$ cat src/rtl/cmu_pkg.sv
package cmu_pkg;
  localparam int OP_W = 3;

  localparam logic [OP_W-1:0] OP_CMP_S = 3'd0;
  localparam logic [OP_W-1:0] OP_CMP_U = 3'd1;
  localparam logic [OP_W-1:0] OP_MATCH = 3'd2;
  localparam logic [OP_W-1:0] OP_LZC   = 3'd3;
  localparam logic [OP_W-1:0] OP_ADDC  = 3'd4;

  // strobes from decode to datapath
  typedef struct packed {
    logic selCmp;
    logic cmpUns;
    logic selMatch;
    logic selLzc;
    logic selAdd;
  } strobe_t;
endpackage

$ cat src/rtl/cmu_ctrl.sv
module cmu_ctrl
  import cmu_pkg::*;
(
  input  logic            clk,
  input  logic            rstN,
  input  logic [OP_W-1:0] opSel,
  output strobe_t         strb
);
  always_comb begin
    strb = '0;
    case (opSel)
      OP_CMP_S: strb.selCmp = 1'b1;
      OP_CMP_U: begin
        strb.selCmp = 1'b1;
        strb.cmpUns = 1'b1;
      end
      OP_MATCH: strb.selMatch = 1'b1;
      OP_LZC:   strb.selLzc = 1'b1;
      OP_ADDC:  strb.selAdd = 1'b1;
      default:  strb = '0;
    endcase
  end

  AST_ONE_FUNCTION: assert property (@(posedge clk) disable iff (!rstN)
    $onehot0({strb.selCmp, strb.selMatch, strb.selLzc, strb.selAdd})) else $error("strobes overlap");
  AST_SPARE_IDLE: assert property (@(posedge clk) disable iff (!rstN)
    (opSel > OP_ADDC) |-> (strb == '0)) else $error("spare code raised a strobe");
endmodule

$ cat src/rtl/cmu_dpath.sv
module cmu_dpath
  import cmu_pkg::*;
#(
  parameter int DATA_W = 32
) (
  input  logic              clk,
  input  logic              rstN,
  input  strobe_t           strb,
  input  logic [DATA_W-1:0] opA,
  input  logic [DATA_W-1:0] opB,
  input  logic              carryIn,
  output logic [DATA_W-1:0] resNext,
  output logic              carryNext
);
  localparam int LANES = DATA_W / 8;
  localparam int MSB   = DATA_W - 1;
  localparam int POS_W = $clog2(LANES + 1);
  localparam int CNT_W = $clog2(DATA_W + 1);

  // compare: difference with ordering folded into the top bit
  logic [DATA_W-1:0] diff;
  logic              signMix;
  logic [DATA_W-1:0] cmpRes;

  assign diff    = opB + ~opA + {{(DATA_W-1){1'b0}}, 1'b1};
  assign signMix = opA[MSB] ^ opB[MSB];
  assign cmpRes  = {signMix ? (strb.cmpUns ? opA[MSB] : opB[MSB]) : diff[MSB], diff[MSB-1:0]};

  // byte lanes
  logic [LANES-1:0] laneEq;
  logic [POS_W-1:0] matchPos;

  for (genvar g = 0; g < LANES; g++) begin : gLane
    assign laneEq[g] = (opA[g*8 +: 8] == opB[g*8 +: 8]);
  end

  always_comb begin
    matchPos = '0;
    for (int i = 0; i < LANES; i++) begin
      if (laneEq[i]) matchPos = POS_W'(LANES - i);
    end
  end

  // leading zeros of operand a
  logic [CNT_W-1:0] lzCnt;

  always_comb begin
    lzCnt = CNT_W'(DATA_W);
    for (int i = 0; i < DATA_W; i++) begin
      if (opA[i]) lzCnt = CNT_W'(MSB - i);
    end
  end

  // add with carry
  logic [DATA_W:0] sum;
  assign sum = {1'b0, opA} + {1'b0, opB} + {{DATA_W{1'b0}}, carryIn};

  always_comb begin
    resNext   = '0;
    carryNext = 1'b0;
    if (strb.selCmp)        resNext = cmpRes;
    else if (strb.selMatch) resNext = {{(DATA_W-POS_W){1'b0}}, matchPos};
    else if (strb.selLzc)   resNext = {{(DATA_W-CNT_W){1'b0}}, lzCnt};
    else if (strb.selAdd) begin
      resNext   = sum[DATA_W-1:0];
      carryNext = sum[DATA_W];
    end
  end

  AST_SIGNED_ORDER: assert property (@(posedge clk) disable iff (!rstN)
    (strb.selCmp && !strb.cmpUns) |-> (resNext[MSB] == ($signed(opB) < $signed(opA)))) else $error("signed order");
  AST_UNSIGNED_ORDER: assert property (@(posedge clk) disable iff (!rstN)
    (strb.selCmp && strb.cmpUns) |-> (resNext[MSB] == (opB < opA))) else $error("unsigned order");
  AST_MATCH_BOUND: assert property (@(posedge clk) disable iff (!rstN)
    strb.selMatch |-> (resNext <= DATA_W'(LANES))) else $error("match out of range");
  AST_MATCH_TOP: assert property (@(posedge clk) disable iff (!rstN)
    (strb.selMatch && (opA[MSB -: 8] == opB[MSB -: 8])) |-> (resNext == DATA_W'(1))) else $error("top lane missed");
  AST_LZC_TOP: assert property (@(posedge clk) disable iff (!rstN)
    (strb.selLzc && opA[MSB]) |-> (resNext == '0)) else $error("lzc top bit");
  AST_LZC_EMPTY: assert property (@(posedge clk) disable iff (!rstN)
    (strb.selLzc && (opA == '0)) |-> (resNext == DATA_W'(DATA_W))) else $error("lzc of zero");
  AST_CARRY_ONES: assert property (@(posedge clk) disable iff (!rstN)
    (strb.selAdd && (&opB) && carryIn) |-> carryNext) else $error("carry lost");
  AST_CARRY_GATED: assert property (@(posedge clk) disable iff (!rstN)
    !strb.selAdd |-> !carryNext) else $error("stray carry");
endmodule

$ cat src/rtl/cmp_match_unit.sv
module cmp_match_unit
  import cmu_pkg::*;
#(
  parameter int DATA_W  = 32,
  parameter bit OUT_REG = 1'b1
) (
  input  logic              clk,
  input  logic              rstN,
  input  logic [OP_W-1:0]   opSel,
  input  logic [DATA_W-1:0] opA,
  input  logic [DATA_W-1:0] opB,
  input  logic              carryIn,
  output logic [DATA_W-1:0] resultOut,
  output logic              carryOut
);
  strobe_t           strb;
  logic [DATA_W-1:0] resNext;
  logic              carryNext;

  cmu_ctrl u_ctrl (
    .clk   (clk),
    .rstN  (rstN),
    .opSel (opSel),
    .strb  (strb)
  );

  cmu_dpath #(.DATA_W(DATA_W)) u_dpath (
    .clk       (clk),
    .rstN      (rstN),
    .strb      (strb),
    .opA       (opA),
    .opB       (opB),
    .carryIn   (carryIn),
    .resNext   (resNext),
    .carryNext (carryNext)
  );

  if (OUT_REG) begin : gReg
    always_ff @(posedge clk or negedge rstN) begin
      if (!rstN) begin
        resultOut <= '0;
        carryOut  <= 1'b0;
      end else begin
        resultOut <= resNext;
        carryOut  <= carryNext;
      end
    end

    AST_RESET_CLEAR: assert property (@(posedge clk)
      !rstN |-> (resultOut == '0 && !carryOut)) else $error("outputs not cleared");
  end else begin : gComb
    assign resultOut = resNext;
    assign carryOut  = carryNext;
  end
endmodule

$ cat config.mk
export PLATFORM = sky130hd
export DESIGN_NAME = cmp_match_unit
export DESIGN_NICKNAME = d
export VERILOG_FILES = /design/src/rtl/cmu_pkg.sv /design/src/rtl/cmu_ctrl.sv /design/src/rtl/cmu_dpath.sv /design/src/rtl/cmp_match_unit.sv
export SDC_FILE = /design/constraint.sdc
export NUM_CORES = 1
export LEC_CHECK = 0
export BUFFER_PORTS_ARGS = -buffer_cell sky130_fd_sc_hd__buf_2
export CORE_AREA = 2 2 93 95
export CTS_CLUSTER_DIAMETER = 120
export DETAILED_ROUTE_END_ITERATION = 8
export DIE_AREA = 0 0 95 97
export GPL_ROUTABILITY_DRIVEN = 0
export PLACE_DENSITY = 0.87
export SYNTH_ARGS = -nofsm -noshare
export SYNTH_HDL_FRONTEND = slang
export SYNTH_HIERARCHICAL = 1
export SYNTH_SLANG_ARGS = --single-unit
$ cat constraint.sdc
create_clock -name clk -period 0.8 [get_ports clk]
set_input_delay 0.24 -clock clk [delete_from_list [all_inputs] [get_ports clk]]
set_output_delay 0.24 -clock clk [all_outputs]
set_load 0.02 [all_outputs]
==> reports/metrics.csv, run 1 <==
metric;value;unit
synthFlopType;dfrtp_1;
synth_area_per_cell;7.449;sq um
synth_common_cells;a21oi_1 (74), nor2_1 (67), inv_1 (65);
yosysSeqAreaShare;16.55;%
dp_hpwl;22980;um
yosysMostFrequentCell;a21oi_1;
syn_area;0.004991;sq mm
port_buffers;102;
error_line;[ERROR DPL-0033] detailed placement checks failed during check placement.;
netlist_instances;670;
start_util;61.36;%
boundaryPins;103;
synth_top_area_share;16.55;%
yosysTopAreaCell;dfrtp_1;
ys_async_sr_fraction;100.0;%
outcome;stopped before the end;
yosys_warnings;6;
die_h;97;um
rows;33;
stop_stage;detailed placement (3_5_place_dp);
synth_edf_count;0;
ys_ff_latch;33;
ys_top_cells_by_area;dfrtp_1 (17%), ha_1 (16%), a21oi_1 (7.4%);
synth_nets;805;
die_w;95;um
yosysUniqueCellTypes;82;
[kinds of logic after synthesis]
kind of cell | Yosys count | share of synthesized area (%)
and+or+nand+nor | 197 | 19.48
xor gates and xnor gates | 6 | 1.053
adders and majority gates | 65 | 16.75
buffers and inverters | 99 | 7.746
DFF | 33 | 16.55
AOI/OAI and AO/OA | 266 | 37.55
muxes | 4 | 0.8774
[per-stage QoR]
stage / hold slack, ns / setup slack, ns / TNS (ns)
floorplan: -0.05559 / -1.763 / -42.39
global placement: 0.2152 / -1.966 / -54.62
==> inputs of run 2 (changes only) <==
- CORE_AREA: 2 2 93 95 -> 2 2 115 117
- CTS_CLUSTER_DIAMETER: 120 -> default
- DIE_AREA: 0 0 95 97 -> 0 0 117 119
- PLACE_DENSITY: 0.87 -> default
- PLACE_DENSITY_LB_ADDON: default -> 0.15
==> run 2 against run 1 <==
  * The flow now finishes, with violations (setup timing)
  * Synthesized area unchanged
  * Synthesized cell count unchanged
==> reports/metrics.csv, run 2 <==
metric;value;unit;change
finalMaxSlewViolations;0;;
cellLeakagePower;4.344;nW;
min_path_cells;4;;
avgRoutedWirePerCell;18.98;um;
die_area;0.01392;sq mm;
rows;42;;+27%
setup_violations;66;;
critPathTopFamily;compound AO/OA/AOI/OAI gates;;
synthFlopType;dfrtp_1;;
cpMaxStageDelayCell;fa_2;;
whs_endpoint;resultOut[1]$_DFF_PN0_;;
htreeDepth;2;;
grt_usage;30.98;%;
clk_pin_slew_worst_paths;0.06;ns;
required;0.98;ns;
grt_pass1_vias;6994;;
antenna_found_initial;0;;
power_density;1162;mW/mm^2;
largest_reg_flops;32;;
most-common-layout-cells;buf_4 (273), buf_6 (61), buf_2 (56);;
die_h;119;um;+23%
antenna_cells;0;;
fin_crit_sh;329.0;%;
cts_tree;built;;
route.detailed.drc;0;;
crit_arrival;2.81;ns;
timing.slew.headroom;62.18;%;
max_stage_delay;0.39;ns;
hold_violations;0;;
crit_fanout;4;;
worst_setup_path_start_kind;input port;;
ys_ff_latch;33;;unchanged
cts_buffers;5;;
path_class;input port to register;;
synth_nets;805;;unchanged
min_from;opA[29];;
die_w;117;um;+23%
ys_async_sr_fraction;100.0;%;unchanged
netlist_instances;670;;unchanged
cp.depth;13;;
yosysUniqueCellTypes;82;;unchanged
area_growth;93.36;%;
outcome;finished with violations;;
yosysTopAreaCell;dfrtp_1;;
violations;setup timing;;
fmax;0.3799;GHz;
crit_buf_inv;2;;
ir_drop;0.7822;mV;
layout_setup_ws;-1.832;ns;
synth_edf_count;0;;unchanged
synth_common_cells;a21oi_1 (74), nor2_1 (67), inv_1 (65);;
port_buffers;102;;unchanged
final_nets;1178;;
hold_ws;0.3520;ns;
largestRegisters;resultOut: 32 flops, carryOut: 1 flops;;
vias;7081;;
fin_setup_tns;-57.65;ns;
yosys_warnings;6;;unchanged
routed_wl;23160;um;
yosysMostFrequentCell;a21oi_1;;
yosysSeqAreaShare;16.55;%;unchanged
syn_area;0.004991;sq mm;unchanged
grt_max_degree;34;;
ys_top_cells_by_area;dfrtp_1 (17%), ha_1 (16%), a21oi_1 (7.4%);;
start_util;38.77;%;-23 points
dp_hpwl;16280;um;-29%
min_period;2.632;ns;
first_pass_iters;6;;
rsz0062_at_grt;yes;;
cap_violations;0;;
root_buffer;clkbuf_16;;
drt_iter0_markers;650;;
drive_gt1_share;58.24;%;
clockBufferDepth;2;;
synth_area_per_cell;7.449;sq um;unchanged
worstSetupEndpointType;register;;
mostFrequentLayoutCell;buf_4;;
boundaryPins;103;;unchanged
final_antenna_net_count;0;;
grt_overflow;0;;
viasPerCell;5.804;;
grt_first_pass_wirelength;34200;um;
largest_register;resultOut;;
synth_top_area_share;16.55;%;unchanged
hold_path_class;input port to register;;
crit_chain;buf_8 -> fa_2 -> inv_2 -> fa_2 -> nor2_4 -> o311a_4 -> nor4_4 -> o21ai_4 -> a211oi_4 -> o21ai_2 -> a211oi_4 -> xnor2_1 -> a32o_1;;
worst_pin_slew;0.5614;ns;
cts_sinks;33;;
core;0.01287;sq mm;
-- run 2: cell counts after synthesis --
No cell type changed its count.
-- run 2: tightest hold or removal path, stage by stage --
cell and delay, ns:
buf_2 0.09, buf_4 0.11, o21ai_0 0.08, nand3_1 0.08
-- run 2: area by class of cell --
cell class | instances | area, sq um
clock buffers | 5 | 125.1
clock inverters | 3 | 17.52
fillers | 900 | 3224
inverters | 65 | 280.3
multi-input cells | 538 | 4995
flip-flops and latches | 33 | 825.8
well taps | 176 | 220.2
repair buffers | 400 | 3187
-- run 2: repair_timing --
action,in CTS,in global routing
pin swaps,71,71
setup buffers,25,24
setup endpoints to repair,66,66
hold buffers,1,0
resized for setup,189,101
endpoints found under the hold margin,33,0
-- run 2: logic make-up after synthesis --
logic type / share of synthesized area [%]
flip-flops: 16.55
XOR/XNOR: 1.053
buffers and inverters: 7.746
AND/OR/NAND/NOR: 19.48
adder cells (fa/ha/maj): 16.75
AO/OA/AOI/OAI: 37.55
multiplexers: 0.8774
-- run 2: worst max path at each step --
stage,slack [ns],to,from
6_report,-1.83,resultOut[28]$_DFF_PN0_,opA[0]
2_1_floorplan,-1.76,resultOut[16]$_DFF_PN0_,opA[0]
3_3_place_gp,-2.07,resultOut[1]$_DFF_PN0_,opA[0]
3_5_place_dp,-2.09,resultOut[30]$_DFF_PN0_,opA[0]
5_1_grt,-1.92,resultOut[28]$_DFF_PN0_,opA[0]
4_1_cts,-1.75,resultOut[30]$_DFF_PN0_,opA[0]
-- run 2: metrics by stage --
| stage | power [W] | worst slack (ns) | area (sq um) | utilization, % | instances |
|---|---|---|---|---|---|
| after floorplan | 0.004923 | -1.763 | 5489 | - | 670 |
| after global placement | 0.007353 | -2.071 | 8020 | 62.29 | 1178 |
| after detailed placement | 0.007474 | -2.094 | 8020 | 62.29 | 1178 |
| after CTS | 0.01051 | -1.753 | 9104 | 70.71 | 1208 |
| after global routing | 0.01172 | -1.922 | 9651 | 74.96 | 1220 |
| final | 0.01122 | -1.832 | 9651 | 74.96 | 1220 |
-- run 2: report_power, final --
| part | total, W | leakage [nW] | switching, W | internal, W |
|---|---|---|---|---|
| Combinational | 0.00717 | 3.86 | 0.00360 | 0.00357 |
| Clock | 0.00203 | 0.0696 | 0.000889 | 0.00115 |
| Sequential | 0.00201 | 0.419 | 0.000126 | 0.00189 |
-- run 2: metal layers --
layer / GRT usage, % / up-vias / share of wire [%]
met5: 0 / - / 0
met4: 13.09 / 0 / 5.6
met3: 3.969 / 101 / 6.1
met2: 52.67 / 380 / 49
met1: 38.96 / 3376 / 40
li1: - / 3224 / -
No activity file was read; power rests on OpenSTA's default activity.
